--- src/rtl/acd_pkg.sv ---
package acd_pkg;

  typedef enum logic [1:0] {
    FORM_REF  = 2'd0,
    FORM_PAR  = 2'd1,
    FORM_PIPE = 2'd2
  } acd_form_e;

  // clock edges from the sampling edge to the result edge, counting the sampling edge as 1
  function automatic int form_latency(acd_form_e f);
    case (f)
      FORM_REF:  return 1;
      FORM_PIPE: return 2;
      default:   return 3;
    endcase
  endfunction

endpackage

--- src/rtl/acd_sum.sv ---
module acd_sum #(
  parameter int W = 8
) (
  input  logic [W-1:0] op_a,
  input  logic [W-1:0] op_b,
  output logic [W:0]   sum
);
  assign sum = {1'b0, op_a} + {1'b0, op_b};
endmodule

--- src/rtl/acd_cmp.sv ---
module acd_cmp #(
  parameter int W = 8
) (
  input  logic [W:0]   sum,
  input  logic [W-1:0] thr,
  output logic         above
);
  assign above = sum > {1'b0, thr};
endmodule

--- src/rtl/acd_lane.sv ---
// One half-rate lane: operands are held for two cycles and the result is captured
// on the second edge after loading.
module acd_lane #(
  parameter int W = 8
) (
  input  logic         clk,
  input  logic         rst_n,
  input  logic         ld,
  input  logic [W-1:0] a,
  input  logic [W-1:0] b,
  input  logic [W-1:0] c,
  output logic         done,
  output logic         res
);
  logic [W-1:0] opa_q, opb_q, opc_q, opa_d, opb_d, opc_d;
  logic         age1_q, age2_q, done_q, res_q;
  logic         age1_d, age2_d, done_d, res_d;
  logic [W:0]   sum_w;
  logic         above_w;

  acd_sum #(.W(W)) u_sum (.op_a(opa_q), .op_b(opb_q), .sum(sum_w));
  acd_cmp #(.W(W)) u_cmp (.sum(sum_w), .thr(opc_q), .above(above_w));

  always_comb begin
    opa_d  = ld ? a : opa_q;
    opb_d  = ld ? b : opb_q;
    opc_d  = ld ? c : opc_q;
    age1_d = ld;
    age2_d = age1_q;
    done_d = age2_q;
    res_d  = age2_q & above_w;
  end

  always_ff @(posedge clk) begin
    opa_q <= opa_d;
    opb_q <= opb_d;
    opc_q <= opc_d;
  end

  always_ff @(posedge clk or negedge rst_n) begin
    if (!rst_n) begin
      age1_q <= 1'b0;
      age2_q <= 1'b0;
      done_q <= 1'b0;
      res_q  <= 1'b0;
    end else begin
      age1_q <= age1_d;
      age2_q <= age2_d;
      done_q <= done_d;
      res_q  <= res_d;
    end
  end

  assign done = done_q;
  assign res  = res_q;
endmodule

--- src/rtl/add_cmp_dp.sv ---
module add_cmp_dp
  import acd_pkg::*;
#(
  parameter acd_form_e FORM = FORM_PAR,
  parameter int        W    = 8
) (
  input  logic         clk,
  input  logic         rst_n,
  input  logic         in_valid,
  input  logic [W-1:0] a,
  input  logic [W-1:0] b,
  input  logic [W-1:0] c,
  output logic         out_valid,
  output logic         gt_out
);
  localparam int LANES = 2;

  logic             rst_meta, rst_q;
  logic             out_v, out_g;
  logic [LANES-1:0] lane_done;

  // asynchronous assertion, release after two edges
  always_ff @(posedge clk or negedge rst_n) begin
    if (!rst_n) begin
      rst_meta <= 1'b0;
      rst_q    <= 1'b0;
    end else begin
      rst_meta <= 1'b1;
      rst_q    <= rst_meta;
    end
  end

  generate
    if (FORM == FORM_REF) begin : g_ref
      logic [W:0] sum_w;
      logic       above_w, v_q, g_q, v_d, g_d;

      acd_sum #(.W(W)) u_sum (.op_a(a), .op_b(b), .sum(sum_w));
      acd_cmp #(.W(W)) u_cmp (.sum(sum_w), .thr(c), .above(above_w));

      always_comb begin
        v_d = in_valid;
        g_d = in_valid & above_w;
      end

      always_ff @(posedge clk or negedge rst_q) begin
        if (!rst_q) begin
          v_q <= 1'b0;
          g_q <= 1'b0;
        end else begin
          v_q <= v_d;
          g_q <= g_d;
        end
      end

      assign out_v     = v_q;
      assign out_g     = g_q;
      assign lane_done = '0;

    end else if (FORM == FORM_PIPE) begin : g_pipe
      logic [W:0]   sum_w, sum_q, sum_d;
      logic [W-1:0] thr_q, thr_d;
      logic         above_w, s1v_q, s1v_d, v_q, v_d, g_q, g_d;

      acd_sum #(.W(W)) u_sum (.op_a(a), .op_b(b), .sum(sum_w));
      acd_cmp #(.W(W)) u_cmp (.sum(sum_q), .thr(thr_q), .above(above_w));

      always_comb begin
        sum_d = in_valid ? sum_w : sum_q;
        thr_d = in_valid ? c : thr_q;
        s1v_d = in_valid;
        v_d   = s1v_q;
        g_d   = s1v_q & above_w;
      end

      always_ff @(posedge clk) begin
        sum_q <= sum_d;
        thr_q <= thr_d;
      end

      always_ff @(posedge clk or negedge rst_q) begin
        if (!rst_q) begin
          s1v_q <= 1'b0;
          v_q   <= 1'b0;
          g_q   <= 1'b0;
        end else begin
          s1v_q <= s1v_d;
          v_q   <= v_d;
          g_q   <= g_d;
        end
      end

      assign out_v     = v_q;
      assign out_g     = g_q;
      assign lane_done = '0;

    end else begin : g_par
      logic             turn_q, turn_d;
      logic [LANES-1:0] ld, lane_res;

      always_comb begin
        turn_d = in_valid ? ~turn_q : turn_q;
        ld[0]  = in_valid & ~turn_q;
        ld[1]  = in_valid &  turn_q;
      end

      always_ff @(posedge clk or negedge rst_q) begin
        if (!rst_q) turn_q <= 1'b0;
        else        turn_q <= turn_d;
      end

      for (genvar i = 0; i < LANES; i++) begin : g_lane
        acd_lane #(.W(W)) u_lane (
          .clk(clk), .rst_n(rst_q), .ld(ld[i]),
          .a(a), .b(b), .c(c),
          .done(lane_done[i]), .res(lane_res[i])
        );
      end

      // merge: lane 1 wins only when it reports
      assign out_v = |lane_done;
      assign out_g = lane_done[1] ? lane_res[1] : lane_res[0];
    end
  endgenerate

  assign out_valid = out_v;
  assign gt_out    = out_g;
endmodule

--- config.mk ---
export PLATFORM = sky130hd
export DESIGN_NAME = add_cmp_dp
export DESIGN_NICKNAME = d
export VERILOG_FILES = /design/src/rtl/acd_pkg.sv /design/src/rtl/acd_sum.sv /design/src/rtl/acd_cmp.sv /design/src/rtl/acd_lane.sv /design/src/rtl/add_cmp_dp.sv
export SDC_FILE = /design/constraint.sdc
export NUM_CORES = 1
export LEC_CHECK = 0
export BUFFER_PORTS_ARGS = -buffer_cell sky130_fd_sc_hd__buf_4
export CAP_MARGIN = 30
export CORE_MARGIN = 2
export CORE_UTILIZATION = 45
export CTS_CLUSTER_SIZE = 12
export DETAILED_ROUTE_END_ITERATION = 8
export GPL_TIMING_DRIVEN = 0
export PLACE_DENSITY = 0.75
export SLEW_MARGIN = 20
export SYNTH_ARGS = -nofsm -noshare
export SYNTH_HDL_FRONTEND = slang
export SYNTH_SLANG_ARGS = --single-unit
--- constraint.sdc ---
create_clock -name clk -period 0.95 [get_ports clk]
set_clock_uncertainty 0.05 [all_clocks]
set_input_delay 0.0475 -clock clk [delete_from_list [all_inputs] [get_ports clk]]
set_output_delay 0.0475 -clock clk [all_outputs]
set_load 0.02 [all_outputs]
* Word level (Yosys, flattened, before mapping) *
Index checks and enable logic that the tools add are counted.

storage, ports and cells
  output and inout bits = 2
  word-level logic and storage cells = 28
  memories = 0
  latch bits = 0
  bits in registers = 59
  ROM bits = 0
  memory bits (writable) = 0
  input port bits = 27

cells by class
  $lt $le $gt $ge = 2
  mux-type cells = 1
  divide/modulo/power cells = 0
  bitwise gates (word level) = 5
  equality and inequality tests = 0
  add/subtract/negate cells = 2
  reduce and logical (&&, ||, !) cells = 1
  $mul = 0
  shifts and indexed selects = 0

operators with widths
  operator                                       count
  8-bit by 8-bit adder with 9-bit output         2
  9-bit by 8-bit > comparator with 1-bit output  2
  1-bit bitwise AND                              4
  2-bit OR reduction                             1
  1-bit 2-to-1 mux                               1
  1-bit inverter                                 1

* Logic depth before layout (Yosys ltp) *
Gate-level depths: netlist (run 1).

  depth after elaboration = 3
  depth in mapped cells = 14
  depth with buffers taken out = 14

* Hierarchy *
From an unflattened synthesis (run 1), not the netlist that was laid out.

unflattened totals
  cell total of the unflattened synthesis = 205
  area total of the unflattened synthesis = 2856.5 µm²

by module, submodules not included
  module      cells an instance  times used  seq. area each (µm²)  area an instance (µm²)
  acd_lane    29                 2           820.8                 827.0
  acd_sum     42                 2           0.0                   324.1
  acd_cmp     27                 2           0.0                   216.5
  add_cmp_dp  9                  1           75.1                  121.4

* Least setup slack after synthesis (run 1) *
Ideal clock, no wire load.

  path type = register -> register
  start point = reg g_par.g_lane[1].u_lane.opb_q[0]
  end point = reg g_par.g_lane[1].u_lane.res_q
  arrival time = 2417 ps
  period minus slack after synthesis = 2591 ps
  cell stages (with the launch flop) = 14
  library setup time = 124 ps
  slack = -1641 ps
  buffers on the path = 0
  required time = 776 ps
  path through = edfxtp_1 > ha_1 > inv_1 > fa_1 > nor2b_4 > o31a_1 > o31a_1 > a21oi_1 > ha_1 > nand4_1 > a21oi_1 > nor4_1 > nor2_1 > o31a_1

on the way
  cells in the longest elaborated chain, start to end = 3

RTL lines
  what                                           RTL line        RTL
  from (decl)                                    acd_lane.sv:15  logic [W-1:0] opa_q, opb_q, opc_q, opa_d, opb_d, opc_d;
  from (signal assigned)                         acd_lane.sv:36  opb_q <= opb_d;
  8-bit by 8-bit adder with 9-bit output         acd_sum.sv:8    assign sum = {1'b0, op_a} + {1'b0, op_b};
  9-bit by 8-bit > comparator with 1-bit output  acd_cmp.sv:8    assign above = sum > {1'b0, thr};
  1-bit bitwise AND                              acd_lane.sv:31  res_d = age2_q & above_w;
  via g_par.g_lane[1].u_lane.res_d               acd_lane.sv:17  logic age1_d, age2_d, done_d, res_d;
  to (signal assigned)                           acd_lane.sv:50  res_q <= res_d;
  to (decl)                                      acd_lane.sv:16  logic age1_q, age2_q, done_q, res_q;

The timed path passes the listed nets, and every way through them passes these cells.
A chain may end at the register's enable or synchronous reset.

* Worst setup path after layout (run 1) *
  start point = reg g_par.g_lane[1].u_lane.opa_q[0]
  end point = reg g_par.g_lane[1].u_lane.res_q

on the way
  cells in the longest elaborated chain, start to end = 3

RTL lines
  what                                           RTL line        RTL
  from (decl)                                    acd_lane.sv:15
  from (signal assigned)                         acd_lane.sv:35  opa_q <= opa_d;
  8-bit by 8-bit adder with 9-bit output         acd_sum.sv:8
  9-bit by 8-bit > comparator with 1-bit output  acd_cmp.sv:8
  1-bit bitwise AND                              acd_lane.sv:31
  via g_par.g_lane[1].u_lane.res_d               acd_lane.sv:17

The timed path passes the listed nets, and every way through them passes these cells.

==> results of run 1 <==
-- worst register-to-register path, cell delays in order (launching register included) --
cell and delay [ns]:
edfxtp_1 0.33, ha_2 0.19, inv_2 0.05, fa_2 0.42, nor2b_4 0.13, o31a_1 0.21, buf_4 0.14, a21oi_1 0.04
ha_1 0.32, a211oi_2 0.23, nor2_2 0.07, nor4_2 0.21, nor2_1 0.09, o31a_1 0.24
-- report_power, final --
group	internal, mW	switching [mW]	total, mW
logic	1.91	1.99	3.90
registers	3.41	0.197	3.60
clock network	1.08	0.895	1.98
total	6.40	3.08	9.48
-- layout make-up --
| class | instances | area, µm² |
|---|---|---|
| clock buffer | 14 | 162.7 |
| clock inverter | 2 | 10.01 |
| sequential | 59 | 1718 |
| fill | 462 | 2162 |
| multi-input combinational | 122 | 1106 |
| inverter | 25 | 93.84 |
| tap | 75 | 93.84 |
| timing repair buffer | 67 | 609.3 |
-- routing by layer --
metal,GRT usage (%),vias to the layer above,wire [µm]
li1,-,903,-
met3,4.565,8,200
met5,0,-,0
met1,23.29,891,2445
met2,26.69,36,2761
met4,7.869,0,114
-- cells by family after synthesis --
logic type / after synthesis / share of synthesized area [%]
AOI/OAI and AO/OA: 42 / 9.713
DFF: 59 / 61.69
buffers and inverters: 25 / 3.372
adders and majority gates: 34 / 15.83
muxes: 1 / 0.4046
xor gates and xnor gates: 9 / 2.833
other: 1 / 0.1348
and+or+nand+nor: 31 / 6.026
-- state kept, by name (all words and copies together) (netlist names), 2 cells and up --
name	count
g_par.g_lane.u_lane.done	2
g_par.g_lane.u_lane.age1_q	2
g_par.g_lane.u_lane.res	2
g_par.g_lane.u_lane.opa_q	16
g_par.g_lane.u_lane.age2_q	2
g_par.g_lane.u_lane.opc_q	16
g_par.g_lane.u_lane.opb_q	16
-- per-stage QoR --
step | util, % | cell area [µm²] | hold slack [ns] | setup WS, ns | TNS (ns)
6_report | 63.70 | 3794 | 0.08579 | -1.882 | -12.80
5_1_grt | 63.70 | 3794 | 0.1117 | -2.013 | -14.13
4_1_cts | 61.72 | 3676 | 0.05605 | -1.873 | -12.43
3_5_place_dp | 52.12 | 3104 | -0.2189 | -1.910 | -23.54
3_3_place_gp | 52.12 | 3104 | -0.2191 | -1.861 | -22.46
2_1_floorplan | - | 2800 | -0.2981 | -1.629 | -14.10
-- cell usage after synthesis (all sizes together) (2+ instances only) --
master,instances
o31a,5
o21ai,10
edfxtp,48
a21oi,10
o21a,8
nand2b,2
nor2,11
a211oi,4
dfrtp,11
xnor2,6
xor2,3
nor3,2
nand4,4
inv,25
nor2b,4
nand3,2
fa,2
ha,32
-- worst max-delay path by stage --
stage / depth (start not counted) / end / start / slack [ns]
6_report: 13 / g_par.g_lane[1].u_lane.res / g_par.g_lane[1].u_lane.opa_q[0] / -1.88
3_5_place_dp: 13 / g_par.g_lane[1].u_lane.res / g_par.g_lane[1].u_lane.opb_q[0] / -1.91
5_1_grt: 13 / g_par.g_lane[1].u_lane.res / g_par.g_lane[1].u_lane.opa_q[0] / -2.01
4_1_cts: 13 / g_par.g_lane[1].u_lane.res / g_par.g_lane[1].u_lane.opb_q[0] / -1.87
3_3_place_gp: 13 / g_par.g_lane[1].u_lane.res / g_par.g_lane[1].u_lane.opb_q[0] / -1.86
2_1_floorplan: 13 / g_par.g_lane[1].u_lane.res / g_par.g_lane[1].u_lane.opb_q[0] / -1.63
-- timing repair --
action / CTS / global route
hold endpoints to repair: 51 / 0
cloned: 4 / 0
hold buffers: 27 / 0
resized for setup: 18 / 17
setup endpoints to repair: 54 / 54
buffers inserted: 5 / 7
pin swaps: 4 / 14
==> impl_results.md, run 1 <==
* Pleak at 1.592 nW
* Total gr overflow at 0
* DRT Pass-1 Iters at 4
* Register area share after synthesis at between 60% and 70%
* Num ports at 29
* Antenna violations before repair at 0
* Routability cong. at between 0.8 and 0.9
* CTS tree: yes
* Share of layout cells above drive strength 1 at ~29%
* Finish-stage setup viols at 54
* Initial core utilization at between 40% and 50%
* IR drop worst, VDD at about 1200 µV
* Max-Cap Viols at 0
* Post-Syn Area per Cell at roughly 14 µm²
* Routed Antenna Nets at 0
* Net Count, Synth at between 200 and 300
* Vert. Die Dim at 82.64 µm
* Post-detail-place hpwl at ~3.3 mm
* Top cells by area, synth: edfxtp_1 52%, ha_1 14%, dfrtp_1 9.9%
* Fin crit period at 2.832 ns
* Worst EP required at 1.12 ns
* PwrDens at around 2500 nW/µm²
* Vias in the first global route at 1692
* Non-filler cells, final at approximately 360
* Die span in x at between 80 and 90 µm
* Async SR Flop Fraction at a little under a fifth
* Crit path kind: flip-flop to flip-flop
* R2r worst-path depth at 13
* Std-Cell Rows at 28
* Top-area cell type share of the netlist area at 51.80%
* Clk slew on worst S/H paths at roughly 0.07 ns
* H-tree level count at 3
* Worst Path Max Fanout at 3
* Number of synthesized flops with an enable pin at 48
* Cell mode on critical path: o31a_1
* Failing checks: setup timing
* Status: finished, violations left
* DR vias/cell at 5.049
* Syn. warnings at 0
* CP peak stage delay at roughly 0.42 ns
* CP max-delay cell: fa_2
* RSZ-0062 raised after global routing: true
* CP Buf/Inv Count at 2
* CTS Buffer Depth at 2
* Port Buffer Count at 28
* Antenna diodes at 0
* Hold crit path type: flip-flop to async pin
* Top cell type by total area after synthesis: edfxtp_1
* Remaining DRCs at 0
* Number of buffers created by CTS at 9
* Crit-path cells: ha_2, inv_2, fa_2, nor2b_4, o31a_1, buf_4, a21oi_1, ha_1, a211oi_2, nor2_2, nor4_2, nor2_1, o31a_1
* Synth-to-layout area growth at 36.33%
* Root buf cell: clkbuf_8
* Max-slew violation count at 0
* Final worst path period share at 298.1%
* Synthesized area at around 2800 µm²
* Element type at the critical path start: flip-flop
* Top Family by Delay on Critical Path: adder cells
* Reg2Reg Setup Slack at -1.88 ns
* Power, Total at between 9 and 10 mW
* Worst setup margin at -1.882 ns
* R2r startpoint: g_par.g_lane[1].u_lane.opa_q[0]
* Vias at 1838
* Critical Path AT at ~3.0 ns
* Latest clock arrival within the worst-skew pair at 0.34 ns
* Commonest non-fill, non-tap cells in the layout: 48 x edfxtp_1, 32 x buf_4, 30 x ha_1
* # clock sinks at between 50 and 60
* Reg2reg end: g_par.g_lane[1].u_lane.res
* Wire per inst at about 15 µm
* Post-Syn Instances at a little over 200
* CP endpoint kind: flip-flop
* Pin count of the biggest net entering global routing at 14
* Commonest non-fill, non-tap cell in the layout: edfxtp_1
* Endpoints failing hold at 0
* Synth Flop Type: edfxtp_1
* Die area at ~6800 µm²
* Register bit count reported by yosys at between 50 and 60
* First-pass GRT wire length at ~8 mm
* Synth cell types at 33
* Gr usage total at around 17%
* Layout Nets at between 300 and 400
* Iteration-0 DRC Markers at around 120
* Final WL at approximately 5.5 mm
* Placed cells at around 310
* Fmax at around 0.35 GHz
* Core area at just under 6000 µm²
(Power assumes the default switching activity.)
==> inputs of run 2 (changes only) <==
Clock period 0.95 ns to 2.9 ns, I/O delays scaled along.
==> run 2 against run 1 <==
The run now ends clean. Critical path depth is the same. Worst setup slack gained 2.0 ns. Combinational power shrank 75%. Via count shrank 5.6%. Fmax grew 0.36%. Non-clock buffer count shrank 12. Sequential share of layout area grew 2.5 points. Global-route usage shrank 1.1 points. Hold slack lost 0.027 ns. Critical path type unchanged. Critical endpoint unchanged.
==> impl_results.md, run 2 (synthesis gave the netlist of run 1 again) <==
* Status: finished, final reports clean
* Routability cong. at 0.8137
* Layout Nets at approximately 330
* Final worst path period share at a little over nine tenths
* CTS Buffer Depth at 2
* Least-Margin Pin Slew at ~0.74 ns
* Vert. Die Dim at 82.64 µm
* Antenna diodes at 0
* H-tree level count at 3
* Max-slew violation count at 0
* DRT Pass-1 Iters at 4
* Final core occ at roughly three fifths
* Clk slew on worst S/H paths at around 0.070 ns
* Hold crit path type: input pin to async pin
* Fmax at ~0.35 GHz
* Final WL at 4.824 mm
* IR drop worst, VDD at between 400 and 500 µV
* Pin count of the biggest net entering global routing at 26
* Share of layout cells above drive strength 1 at about a fifth
* Wire per inst at 13.86 µm
* Number of setup buffers added after CTS at 0
* Initial core utilization at a little under half
* Vias at between 1500 and 2000
* Iteration-0 DRC Markers at 62
* Crit-path cells: ha_2, inv_2, fa_2, nor2b_4, o31a_1, o31a_1, a21oi_2, ha_1, nand4_1, a21oi_1, nor4_1, nor2_1, o31a_1
* Num ports at 29
* First-pass GRT wire length at ~7.7 mm
* Latest clock arrival within the worst-skew pair at ~0.34 ns
* Design Area, Final at between 3000 and 4000 µm²
* Top Family by Delay on Critical Path: compound AO/OA/AOI/OAI gates
* Gr usage total at between 15 and 20%
* Min Hold Slack at a little under 0.06 ns
* # clock sinks at 59
* CTS tree: yes
* Endpoints failing hold at 0
* Die span in x at just over 80 µm
* DR vias/cell at between 4 and 5
* Placed Area at approximately 3100 µm²
* RSZ-0062 raised after global routing: true
* Commonest non-fill, non-tap cells in the layout: 48 x edfxtp_1, 31 x ha_1, 28 x buf_4
* CP Buf/Inv Count at 1
* PwrDens at about 800 nW/µm²
* Worst slew margin at a little over 50%
* Total gr overflow at 0
* Worst Path Max Fanout at 3
* Post-detail-place hpwl at between 3 and 4 mm
* Critical Path AT at 3.00 ns
* Root buf cell: clkbuf_8
* WP depth at 13
* CP max-delay cell: edfxtp_1
* Max-Cap Viols at 0
* CP endpoint kind: flip-flop
* R2r worst-path depth at 13
* Synth-to-layout area growth at 29.05%
* Biggest regs: g_par.g_lane.u_lane.opa_q (16), g_par.g_lane.u_lane.opb_q (16), g_par.g_lane.u_lane.opc_q (16)
* Port Buffer Count at 28
* Vias in the first global route at approximately 1700
* Die area at between 6000 and 7000 µm²
* Non-filler cells, final at between 300 and 400
* Number of buffers created by CTS at 9
* Remaining DRCs at 0
* Fin crit period at 2.822 ns
* Crit path kind: flip-flop to flip-flop
* Commonest non-fill, non-tap cell in the layout: edfxtp_1
* Power, Total at approximately 2.9 mW
* CP peak stage delay at about 0.37 ns
* Std-Cell Rows at 28
* Worst EP required at 3.08 ns
* Routed Antenna Nets at 0
* Finish-stage setup viols at 0
* Element type at the critical path start: flip-flop
* Fillers at 510
* Antenna violations before repair at 0
* Cell mode on critical path: o31a_1
* Core area at between 5000 and 6000 µm²
* Pleak at approximately 1.5 nW
* Placed cells at between 300 and 400
## run 2: worst reg2reg max path, cell delays in order, from the launching register on
cell and delay, ns:
edfxtp_1 0.37, ha_2 0.21, inv_2 0.05, fa_2 0.23, nor2b_4 0.05, o31a_1 0.27
o31a_1 0.28, a21oi_2 0.14, ha_1 0.26, nand4_1 0.15, a21oi_1 0.06, nor4_1 0.22
nor2_1 0.08, o31a_1 0.28
## run 2: cell type report
type | instances | area (µm²) | share of cell area (%)
Sequential cell | 59 | 1717 | 47.81
Multi-Input combinational cell | 118 | 991.0 | 27.60
Timing Repair Buffer | 55 | 498.0 | 13.87
Clock buffer | 12 | 177.7 | 4.948
Inverter | 25 | 93.84 | 2.613
Tap cell | 75 | 93.84 | 2.613
Clock inverter | 4 | 20.02 | 0.5575
## run 2: through the flow
stage	setup slack, ns	setup TNS [ns]
final	0.07849	0
after global placement	-0.01683	-0.01683
after detailed placement	-0.02068	-0.02068
after floorplan	0.3087	0
after CTS	0.03588	0
after global routing	-0.08466	-0.08466
## run 2: layer usage
layer	wire length, µm	up-vias	share of wire, %	track usage, %
li1	-	873	-	-
met1	2167	812	45	20.75
met2	2281	39	47	24.52
met3	214	11	4.4	5.000
met4	161	0	3.3	9.508
met5	0	-	0	0
## run 2: path summary, 6_finish.rpt
kind                                            startpoint                       endpoint  slack [ns]
setup / recovery           g_par.g_lane[1].u_lane.opb_q[0]     g_par.g_lane[1].u_lane.res        0.08
hold / removal                                       rst_n                       rst_meta        0.06
setup reg to reg           g_par.g_lane[1].u_lane.opb_q[0]     g_par.g_lane[1].u_lane.res        0.08
hold reg to reg                                      rst_q  g_par.g_lane[0].u_lane.age2_q        0.09
max in group asynchronous                            rst_q    g_par.g_lane[1].u_lane.done        2.46
min in group clk                                  rst_meta                          rst_q        0.30
## run 2: report_power, final
part / switching, mW / internal (mW)
Clock: 0.313 / 0.408
Sequential: 0.0581 / 1.12
Combinational: 0.526 / 0.456
## run 2: what timing repair did
item	in CTS	in global routing
endpoints found under the hold margin	51	0
hold buffers	26	0
endpoints found under the setup margin	1	2
resized for setup	2	3
